**config.mk**
```make
export PLATFORM = sky130hd
export DESIGN_NAME = lane_write_ctrl
export DESIGN_NICKNAME = d
export VERILOG_FILES = /design/src/rtl/lane_write_ctrl.sv
export SDC_FILE = /design/constraint.sdc
export NUM_CORES = 1
export LEC_CHECK = 0
export BUFFER_PORTS_ARGS = -buffer_cell sky130_fd_sc_hd__buf_4
export CAP_MARGIN = 30
export CORE_MARGIN = 2
export CORE_UTILIZATION = 35
export DETAILED_ROUTE_END_ITERATION = 12
export PLACE_DENSITY = 0.65
export SLEW_MARGIN = 20
export SYNTH_ARGS = -nofsm -noshare
export SYNTH_HDL_FRONTEND = slang
export SYNTH_SLANG_ARGS = --single-unit
```
**constraint.sdc**
```tcl
create_clock -name clk -period 2.2 [get_ports clk]
set_input_delay 0.22 -clock clk [delete_from_list [all_inputs] [get_ports clk]]
set_output_delay 0.22 -clock clk [all_outputs]
set_load 0.1 [all_outputs]
```
**src/rtl/lane_write_ctrl.sv**
```systemverilog
module lane_write_ctrl #(
  parameter int LANES  = 4,
  parameter int LANE_W = 9,
  parameter int ADDR_W = 17,
  localparam int DATA_W = LANES * LANE_W
) (
  input  logic              clk,
  input  logic              rst_n,
  input  logic [ADDR_W-1:0] addr_in,
  input  logic              glob_wr_n,
  input  logic              byte_en_n,
  input  logic [LANES-1:0]  lane_sel_n,
  input  logic [DATA_W-1:0] data_in,
  output logic [LANES-1:0]  lane_wr,
  output logic              wr_any,
  output logic [ADDR_W-1:0] wr_addr,
  output logic [DATA_W-1:0] wr_data
);

  logic [LANES-1:0] lane_go;

  assign lane_go = !glob_wr_n ? {LANES{1'b1}} :
                   !byte_en_n ? ~lane_sel_n   : {LANES{1'b0}};

  always_ff @(posedge clk or negedge rst_n) begin
    if (!rst_n) begin
      lane_wr <= '0;
      wr_addr <= '0;
    end else begin
      lane_wr <= lane_go;
      wr_addr <= addr_in;
    end
  end

  assign wr_any = |lane_wr;

  logic past_ok;
  always_ff @(posedge clk or negedge rst_n) begin
    if (!rst_n) past_ok <= 1'b0;
    else        past_ok <= 1'b1;
  end

  for (genvar i = 0; i < LANES; i++) begin : g_lane
    always_ff @(posedge clk or negedge rst_n) begin
      if (!rst_n)
        wr_data[i*LANE_W +: LANE_W] <= '0;
      else if (lane_go[i])
        wr_data[i*LANE_W +: LANE_W] <= data_in[i*LANE_W +: LANE_W];
    end

    p_lane_hold_r6: assert property (@(posedge clk) disable iff (!rst_n)
      past_ok && !lane_wr[i] |-> $stable(wr_data[i*LANE_W +: LANE_W]))
      else $error("R6 lane %0d data changed without a write", i);
  end

  p_global_all_r2: assert property (@(posedge clk) disable iff (!rst_n)
    past_ok && !$past(glob_wr_n) |-> &lane_wr)
    else $error("R2 global write did not strobe all lanes");

  p_byte_sel_r3: assert property (@(posedge clk) disable iff (!rst_n)
    past_ok && $past(glob_wr_n) && !$past(byte_en_n) |-> lane_wr == ~$past(lane_sel_n))
    else $error("R3 lane strobes do not follow selects");

  p_read_idle_r4: assert property (@(posedge clk) disable iff (!rst_n)
    past_ok && $past(glob_wr_n) && $past(byte_en_n) |-> lane_wr == '0)
    else $error("R4 strobe during read cycle");

  p_addr_align_r7: assert property (@(posedge clk) disable iff (!rst_n)
    past_ok |-> wr_addr == $past(addr_in))
    else $error("R7 address not aligned with strobes");

endmodule

```
-- Word level (Yosys, flattened, before mapping)
Cells that the tools add are included.
- add/subtract/negate cells: 0
- multiply operators: 0
- div/mod/pow operators: 0
- $lt $le $gt $ge: 0
- eq/ne operators: 0
- shifts and indexed selects: 0
- multiplexer cells: 2
- bitwise logic cells: 1
- reduce and logical (&&, ||, !) cells: 1
- operators by type and width (cell ; count):
    2-to-1 mux 4 bit ; 2
    inverter 4 bit ; 1
    OR reduction 4 bit ; 1
- bits in registers: 57
- bits in latches: 0
- RAM bits: 0
- bits in read-only memories: 0
- input bits: 61
- output and inout port bits: 58
- word-level logic and storage cells: 10
- memories kept: 0

-- Longest topological paths before layout
Gate-level depths: netlist (run 1).
- word-level depth: 3
- gate-level depth with buffers: 3
- depth with buffers taken out: 2

-- Worst setup path after synthesis (run 1)
OpenSTA, ideal clock, no wires.
- path type: reg-to-output
- start point: reg lane_wr[1]
- end point: out wr_any
- arrival: 1.805 ns
- data required time: 1.980 ns
- setup slack: 0.175 ns
- stages on the path, launching flop included: 2
- path buffers: 0
- cell sequence: dfrtp_1 or4_1
- word-level cells in the longest chain between the ends: 1
- ends and longest elaborated chain (item ; line ; RTL):
    start: declaration ; 14 ; output logic [LANES-1:0] lane_wr,
    start signal: assignment ; 30 ; lane_wr <= lane_go;
    OR reduction 4 bit ; 35 ; assign wr_any = |lane_wr;
    end: declaration ; 15 ; output logic wr_any,
Every way passes these cells.

-- Worst setup path after layout (run 1)
Ends and elaborated chain as after synthesis.

==> summary.md, run 1 <==
| Metric | Value |
|---|---|
| Max Cap Violations | 0 |
| Via density | 4.35 |
| Crit Path Class | reg2out |
| Vias | between 1000 and 1500 |
| Post-synth top area share | 0.743 |
| Util after Layout | 0.626 |
| CTS buffer count | 9 |
| Clock Pin Slew Worst Setup and Hold Paths | 0.06 ns |
| DRC Markers | 0 |
| Finished Layout Cells | 320 |
| Largest net degree at the start of global routing | 58 |
| Pleak | 1.57 nW |
| Arr. time, crit path | 1.46 ns |
| Nets | 306 |
| RSZ-0062 raised after global routing | no |
| Post-CTS sizing | 0 |
| YS warnings | 0 |
| Die ar. | 6090 um^2 |
| FMAX | 597 MHz |
| Syn-to-layout area delta | 69.8% |
| Post-synthesis cell count | 99 |
| Layout cells sized above 1 | 0.692 |
| Num ports | 119 |
| Synth Cell Area | 1920 um^2 |
| Detailed Route WL | about 4.7 mm |
| Setup TNS | 0 ns |
| TritonRoute pass-1 iters | 3 |
| Fin crit period | 1.68 ns |
| CP Max Fanout | 2 |
| CTS max path bufs | 2 |
| Placer Congestion | approximately 0.73 |
| Sequential share of the synthesized area | 0.743 |
| Hold crit path type | in2reg |
| Clk sink count | 57 |
| Slew headroom | 0.535 |
| Initial antenna violation count | 0 |
| Setup crit start kind | flip-flop |
| DRT iter0 DRCs | 53 |
| Total GRT Usage | 0.166 |
| Setup violators final | 0 |
| Status | completed |
| Synth cell types | 6 |
| Synth area leader | dfrtp_1 |
| Initial Util | 0.369 |
| First-pass GRT wire length | 7.47 mm |
| Core area | around 5200 um^2 |
| Total gr overflow | 0 |
| Syn Area/Cell | 19.4 um^2 |
| CTS tree | built |
| Post CTS Setup Buffer Count | 0 |
| Critical path capture point type | output pin |
| Die outline height | 78.1 um |
| Number of global-route vias before repair | 1573 |
| Pwr Density | 963 nW/um^2 |
| Top cells by area, synth | dfrtp_1 (74%), mux2_2 (20%), o21ai_4 (3.4%), mux2_4 (1.6%), buf_4 (0.39%) |
| HPWL Detailed | 3.27 mm |
| Fin Clk Skew | 0 ns |
| Syn nets | 160 |
| Final Hold Viols | 0 |
| Final Cycle Share | 0.762 |
| # rows | 26 |
| Seq cells post-synth | 57 |
| Slew Viols, Final | 0 |
| DR WL/cell | 14.7 um |
| Clock latency on the worst-skew pair | about 0.32 ns |
| Chip width | 78.1 um |
| Maximum vdd ir drop | 0.474 mV |
| Placed Cells | between 200 and 300 |
| DRT antenna net count | 0 |
| Htree depth | 3 |
| Root Buffer | clkbuf_8 |
| Diode count | 0 |
| I/O Buffers | 118 |
| Req. time, crit path | 1.98 ns |
| Worst Tran Pin Value | 0.698 ns |
## metrics by stage
| stage | instance area (um^2) | hold WS [ns] | power, mW | setup slack, ns |
|---|---|---|---|---|
| 5_1_grt | 3260 | 0.105 | 3.26 | 0.483 |
| 6_report | 3260 | 0.124 | 3.14 | 0.524 |
| 2_1_floorplan | 1920 | -0.0756 | 1.94 | 0.175 |
| 3_5_place_dp | 2890 | 0.317 | 2.22 | 0.875 |
| 4_1_cts | 3260 | 0.108 | 3.17 | 0.511 |
| 3_3_place_gp | 2890 | 0.326 | 2.22 | 0.873 |
## where the power goes
group | internal [mW] | switching, mW | leakage, nW
combinational | 0.267 | 0.783 | 0.808
sequential | 1.14 | 0.0407 | 0.662
clock | 0.528 | 0.382 | 0.102
## state kept, by name (all words and copies together), names as in the netlist
name	flops
wr_addr	17
lane_wr	4
wr_data	36
## placed cells by master (no fill, tap or decap)
| master | count |
|---|---|
| o21ai_4 | 4 |
| dlygate4sd3_1 | 18 |
| clkbuf_1 | 1 |
| buf_4 | 118 |
| clkbuf_8 | 13 |
| mux2_2 | 34 |
| dfrtp_1 | 57 |
| clkinv_2 | 2 |
| mux2_4 | 2 |
| or4_1 | 1 |
## cell usage after synthesis
cell type and instances:
o21ai_4 4, mux2_4 2, or4_1 1, dfrtp_1 57, mux2_2 34, buf_4 1
## cell type report
type	count	area, um^2
flip-flops and latches	57	1430
clock buffers	14	183
fillers	423	1950
well taps	70	87.6
repair buffers	136	1070
multi-input cells	41	485
clock inverters	2	10.0
## cell families (layout without fill, tap and decap cells)
family,count (synthesis),after routing,synth area share
simple gates,1,1,0.00391
flops,57,57,0.743
buf+inv,1,152,0.00391
mux,36,36,0.215
compound gates,4,4,0.0339
## routing by layer
layer,up-vias,share of wire,track usage
met5,-,0,0
met4,0,0.036,0.111
met3,14,0.079,0.0586
met2,57,0.53,0.283
met1,682,0.35,0.171
li1,638,-,-
## worst paths after layout
kind                       slack (ns)  depth (start not counted)           to        start
max in group asynchronous        1.24                          2  wr_addr[11]        rst_n
max                              0.52                          2       wr_any   lane_wr[1]
max reg2reg                      1.43                          1   wr_data[1]   wr_data[1]
min reg2reg                      0.51                          1   wr_data[7]   wr_data[7]
min in group asynchronous        0.50                          2  wr_data[33]        rst_n
min                              0.12                          2  wr_data[25]  data_in[25]
## critical path, stage by stage (launching register included)
cell and delay, ns:
dfrtp_1 0.38, or4_1 0.51, buf_4 0.25
## timing repair
action                                  4_1_cts  5_1_grt
hold buffers                                 18        0
endpoints found under the hold margin        74        0
endpoints found under the setup margin        0        0
Note: power is estimated with default switching activity, not from simulation.
==> inputs of run 2 (changes only) <==
clock period = 1.7 ns   (was 2.2 ns; I/O delays follow)
==> summary.md, run 2 (synthesis gave the netlist of run 1 again) <==
| Metric | Value |
|---|---|
| Post CTS Setup Buffer Count | 0 (unchanged) |
| Power share of the clock group | 0.314 (+0.024) |
| Htree depth | 3 (unchanged) |
| Status | completed |
| DRC Markers | 0 (unchanged) |
| DRT antenna net count | 0 (unchanged) |
| CTS tree | built |
| Core area | 5200 um^2 (unchanged) |
| Pwr Density | 1270 nW/um^2 (+32%) |
| Max Cap Violations | 0 (unchanged) |
| Placer Congestion | 0.756 (+3.4%) |
| Logic pwr share | 0.324 (-0.010) |
| CP Max Fanout | 2 (unchanged) |
| Post-CTS sizing | 0 (unchanged) |
| Nets | 307 (+0.33%) |
| Place WS | 0.385 ns (-0.489 ns) |
| Crit Path Class | reg2out |
| DR WL/cell | 14.9 um (+1.4%) |
| Crit-path cells | or4_4 -> buf_4 |
| Pleak | 1.59 nW (+1.2%) |
| # rows | 26 (unchanged) |
| Slew Viols, Final | 0 (unchanged) |
| Int Pwr | 2.65 mW (+37%) |
| Final Hold Viols | 0 (unchanged) |
| Worst Tran Pin Value | 0.396 ns (-0.302 ns) |
| Clock latency on the worst-skew pair | 0.33 ns (about the same) |
| Finished Layout Cells | 320 (unchanged) |
| Diode count | 0 (unchanged) |
| Chip width | 78.1 um (unchanged) |
| Arr. time, crit path | 1.49 ns (+0.03 ns) |
| Post-route cell area | 3310 um^2 (+1.5%) |
| Fin Clk Skew | 0 ns (unchanged) |
| Max FFs per register | 36 (unchanged) |
| Die ar. | 6090 um^2 (unchanged) |
| Total gr overflow | 0 (unchanged) |
| Layout cells sized above 1 | 0.708 (+0.0160) |
| Reg2Reg Setup Slack | 0.92 ns (-0.51 ns) |
| Die outline height | 78.1 um (unchanged) |
| Most frequent cells in the layout | buf_4 (118), dfrtp_1 (55), mux2_2 (34), dlygate4sd3_1 (18), clkbuf_8 (13) |
| Critical path capture point type | output pin |
| CTS buffer count | 9 (unchanged) |
| Total power | 4.21 mW (+34%) |
| Setup TNS | 0 ns (unchanged) |
| Req. time, crit path | 1.53 ns (-0.45 ns) |
| Biggest register | wr_data |
| Placed Cells | 287 (+0.35%) |
| Critical path's largest stage delay | 0.52 ns (about the same) |
| Syn-to-layout area delta | 72.2% |
| Setup crit start kind | flip-flop |
| Final Cycle Share | 0.976 |
| Vias | 1420 (+2.1%) |
| Switching power | 1.56 mW (+30%) |
| I/O Buffers | 118 (unchanged) |
| Initial antenna violation count | 0 (unchanged) |
| Clk sink count | 57 (unchanged) |
| Seq pwr share | 0.362 (-0.013) |
| Commonest non-fill, non-tap cell in the layout | buf_4 |
| Number of global-route vias before repair | 1582 (+0.57%) |
| FMAX | 603 MHz |
| Slew headroom | 0.736 (+0.201) |
| RSZ-0062 raised after global routing | no |
| Via density | 4.44 (+2.1%) |
| HPWL Detailed | 3.37 mm (+2.8%) |
| Largest net degree at the start of global routing | 31 (-47%) |
| Sw frac | 0.372 (-0.0128) |
| Fill count | 425 (+0.47%) |
| Root Buffer | clkbuf_8 |
| Clock Pin Slew Worst Setup and Hold Paths | 0.06 ns (about the same) |
| TritonRoute pass-1 iters | 4 (+1) |
| Detailed Route WL | 4.78 mm (+1.4%) |
| Total GRT Usage | 0.173 (+0.00789) |
| Final worst-path setup slack | 0.0409 ns (-0.483 ns) |
| Maximum vdd ir drop | 0.645 mV (+36%) |
| First-pass GRT wire length | 7.73 mm (+3.5%) |
| Fin crit period | between 1.5 and 2 ns |
| Hold Buf Count CTS | 18 (unchanged) |
| Initial Util | 0.369 (unchanged) |
| Num ports | 119 (unchanged) |
| CP max-delay cell | or4_4 |
| Largest regs | wr_data (36), wr_addr (17), lane_wr (4) |
| Hold crit path type | in2reg |
| DP Area | 2910 um^2 (+0.91%) |
| CTS max path bufs | 2 (unchanged) |
| Setup violators final | 0 (unchanged) |
| DRT iter0 DRCs | 30 (-43%) |
-- run 2: changes by cell type in the layout (fill, tap and decap cells not counted), sizes merged --
cell    delta
buf        +1
bufinv     +1
clkbuf     -1
clkinv     -1
-- run 2: final cells by class --
cell class	instances	area, um^2	area share
Sequential cell	57	1430	0.432
Clock inverter	2	35.0	0.0106
Tap cell	70	87.6	0.0265
Clock buffer	13	179	0.0541
Multi-Input combinational cell	41	489	0.148
Timing Repair Buffer	137	1090	0.329
-- run 2: path summary, 6_finish.rpt --
kind	start	to	cells after the start
worst max-delay path	lane_wr[1]	wr_any	2
worst min-delay path	data_in[26]	wr_data[26]	2
worst max register to register	wr_data[16]	wr_data[16]	1
worst min register to register	wr_data[18]	wr_data[18]	1
max in group asynchronous	rst_n	wr_data[31]	3
min in group asynchronous	rst_n	wr_data[26]	2
-- run 2: worst max-delay path: cells and delay by family (launching register included) --
kind	cells	cell delay [ns]
and+or+nand+nor	1	0.52
buffers and inverters	1	0.25
DFF	1	0.40
-- run 2: power groups by stage --
stage / clock network, mW / logic [mW] / registers (mW)
2_1_floorplan: 0 / 0.127 / 2.38
6_report: 1.32 / 1.36 / 1.53
4_1_cts: 1.36 / 1.37 / 1.53
3_3_place_gp: 0 / 1.33 / 1.54
5_1_grt: 1.42 / 1.41 / 1.54
3_5_place_dp: 0 / 1.34 / 1.55
-- run 2: routing by layer --
layer  vias up  share of wire  global-route usage
met5         -              0                   0
met4         0          0.021               0.111
met3         7           0.11              0.0805
met2        79           0.51               0.284
met1       693           0.35               0.180
li1        641              -                   -
-- run 2: through the flow --
| step | util | hold WS, ns |
|---|---|---|
| floorplan | - | -0.126 |
| global placement | 0.559 | 0.127 |
| detailed placement | 0.559 | 0.129 |
| CTS | 0.635 | 0.0529 |
| global route | 0.635 | 0.0549 |
| finish | 0.635 | 0.0649 |
==> inputs of run 3 (changes only) <==
--- a/config.mk
+++ b/config.mk
@@ -10,6 +10,8 @@
 export CORE_MARGIN = 2
 export CORE_UTILIZATION = 35
+export CTS_BUF_LIST = sky130_fd_sc_hd__clkbuf_4 sky130_fd_sc_hd__clkbuf_8 sky130_fd_sc_hd__clkbuf_16
 export DETAILED_ROUTE_END_ITERATION = 12
 export PLACE_DENSITY = 0.65
+export SKIP_LAST_GASP = 1
 export SLEW_MARGIN = 20
 export SYNTH_ARGS = -nofsm -noshare
==> constraint.sdc (replaced) <==
create_clock -name clk -period 1.7 [get_ports clk]
set_input_delay 0.085 -clock clk [delete_from_list [all_inputs] [get_ports clk]]
set_output_delay 0.085 -clock clk [all_outputs]
set_load 0.1 [all_outputs]
==> summary.md, run 3 (synthesis gave the netlist of run 1 again) <==
| Metric | Value |
|---|---|
| Status | completed |
| Fill count | 372 (-12%) |
| First-pass GRT wire length | 7.98 mm (+3.3%) |
| Core area | 5200 um^2 (unchanged) |
| Detailed Route WL | 5.04 mm (+5.6%) |
| Clk sink count | 57 (unchanged) |
| Commonest non-fill, non-tap cell in the layout | buf_4 |
| Htree depth | 3 (unchanged) |
| I/O Buffers | 118 (unchanged) |
| Num ports | 119 (unchanged) |
| CP top delay family | simple AND/OR/NAND/NOR gates |
| Crit Path Class | reg2out |
| Final Hold Viols | 0 (unchanged) |
| Syn-to-layout area delta | 89.8% |
| Power share of the clock group | 0.309 (-0.005) |
| Most frequent cells in the layout | buf_4 (118), dfrtp_1 (57), dlygate4sd3_1 (54), mux2_2 (34), clkbuf_8 (13) |
| Vias | 1526 (+7.5%) |
| Slew headroom | 0.542 (-0.194) |
| DRT antenna net count | 0 (unchanged) |
| Largest net degree at the start of global routing | 58 (+87%) |
| Diode count | 0 (unchanged) |
| Hold path depth | 2 (unchanged) |
| Chip width | 78.1 um (unchanged) |
| Number of global-route vias before repair | 1703 (+7.6%) |
| RSZ-0062 raised after global routing | no |
| Seq pwr share | 0.357 (-0.005) |
| Root Buffer | clkbuf_8 |
| Clock Pin Slew Worst Setup and Hold Paths | 0.06 ns (about the same) |
| Placer Congestion | 0.727 (-3.8%) |
| Sw frac | 0.369 (-0.00246) |
| Req. time, crit path | 1.62 ns (+0.09 ns) |
| Max Cap Violations | 0 (unchanged) |
| CTS max path bufs | 2 (unchanged) |
| CP Max Fanout | 2 (unchanged) |
| DRC Markers | 0 (unchanged) |
| Area of the multi-input gates | 489 um^2 (unchanged) |
| Final Cycle Share | 0.907 (-0.0691) |
| Setup TNS | 0 ns (unchanged) |
| Finished Layout Cells | 355 (+11%) |
| Clock latency on the worst-skew pair | 0.32 ns (about the same) |
| Pwr Density | 1170 nW/um^2 (-8.0%) |
| CP Buf/Inv Count | 1 (unchanged) |
| Reg2Reg Depth | 1 (unchanged) |
| Storage element area | 1430 um^2 (-0.17%) |
| Nets | 342 (+11%) |
| Post-CTS sizing | 0 (unchanged) |
| Total gr overflow | 0 (unchanged) |
| Total power | 4.27 mW (+1.4%) |
| Die ar. | 6090 um^2 (unchanged) |
| Pleak | 1.73 nW (+9.0%) |
| Die outline height | 78.1 um (unchanged) |
| Largest regs | wr_data (36), wr_addr (17), lane_wr (4) |
| Maximum vdd ir drop | 0.893 mV (+39%) |
| Critical path capture point type | output pin |
| Int Pwr | 2.70 mW (+1.8%) |
| Initial Util | 0.369 (unchanged) |
| Max FFs per register | 36 (unchanged) |
| Post CTS Setup Buffer Count | 0 (unchanged) |
| Hold Buf Count CTS | 54 (+36) |
| Hold slack | 0.0271 ns (-0.0378 ns) |
| Hold crit path type | in2reg |
| Layout cells sized above 1 | 0.611 (-0.0975) |
| DR WL/cell | 14.2 um (-4.8%) |
| Placed Cells | 286 (-0.35%) |
| Total GRT Usage | 0.181 (+0.00732) |
| Setup violators final | 0 (unchanged) |
| Crit-path cells | or4_4 -> buf_4 |
| WP depth | 2 (unchanged) |
| Fin Clk Skew | 0 ns (unchanged) |
| Critical path's largest stage delay | 0.52 ns (about the same) |
| TritonRoute pass-1 iters | 3 (-1) |
| Setup crit start kind | flip-flop |
| Via density | 4.30 (-3.1%) |
| Switching power | 1.58 mW (+0.77%) |
| Worst Tran Pin Value | 0.687 ns (+0.291 ns) |
| Util after Layout | 0.700 (+0.0649) |
| Fin crit period | 1.54 ns (-0.117 ns) |
| Arr. time, crit path | 1.46 ns (-0.03 ns) |
| Logic pwr share | 0.334 (+0.010) |
| Slew Viols, Final | 0 (unchanged) |
| FMAX | 649 MHz (+7.6%) |
| DRT iter0 DRCs | 29 (-3.3%) |
| Biggest register | wr_data |
| Initial antenna violation count | 0 (unchanged) |
| # rows | 26 (unchanged) |
| CTS tree | built |
| CP max-delay cell | or4_4 |
| CTS buffer count | 9 (unchanged) |
-- run 3: cell types whose count changed in the layout (fill, tap and decap cells not counted), sizes merged --
cell	previous run	this run
buf	119	118
dlygate4sd3	18	54
-- run 3: worst paths after layout --
path | start | end | slack (ns)
setup / recovery | lane_wr[1] | wr_any | 0.16
max in group asynchronous | rst_n | wr_data[3] | 0.88
hold / removal | lane_sel_n[3] | lane_wr[3] | 0.03
hold reg to reg | wr_data[9] | wr_data[9] | 0.50
min in group asynchronous | rst_n | wr_addr[16] | 0.36
setup reg to reg | wr_data[17] | wr_data[17] | 0.94
-- run 3: area by class of cell --
type / count / share of cell area
Multi-Input combinational cell: 41 / 0.134
Sequential cell: 57 / 0.391
Clock inverter: 2 / 0.00962
Clock buffer: 13 / 0.0491
Timing Repair Buffer: 172 / 0.391
Tap cell: 70 / 0.0240
-- run 3: power by group through the flow --
| stage | logic, mW | registers, mW | clock network [mW] |
|---|---|---|---|
| global placement | 1.33 | 1.55 | 0 |
| global route | 1.47 | 1.54 | 1.42 |
| finish | 1.43 | 1.52 | 1.32 |
| floorplan | 0.127 | 2.38 | 0 |
| detailed placement | 1.33 | 1.55 | 0 |
| CTS | 1.43 | 1.52 | 1.36 |
-- run 3: metal layers --
metal / vias to the layer above / track usage / wire length, um
li1: 707 / - / -
met1: 732 / 0.186 / 1890
met2: 79 / 0.305 / 2520
met3: 8 / 0.0897 / 538
met4: 0 / 0.0895 / 88
met5: - / 0 / 0
-- run 3: through the flow --
stage	instance area (um^2)	setup WS (ns)
finish	3640	0.158
global route	3640	0.0975
CTS	3640	0.133
detailed placement	2890	0.497
global placement	2890	0.501
floorplan	1920	0.0497
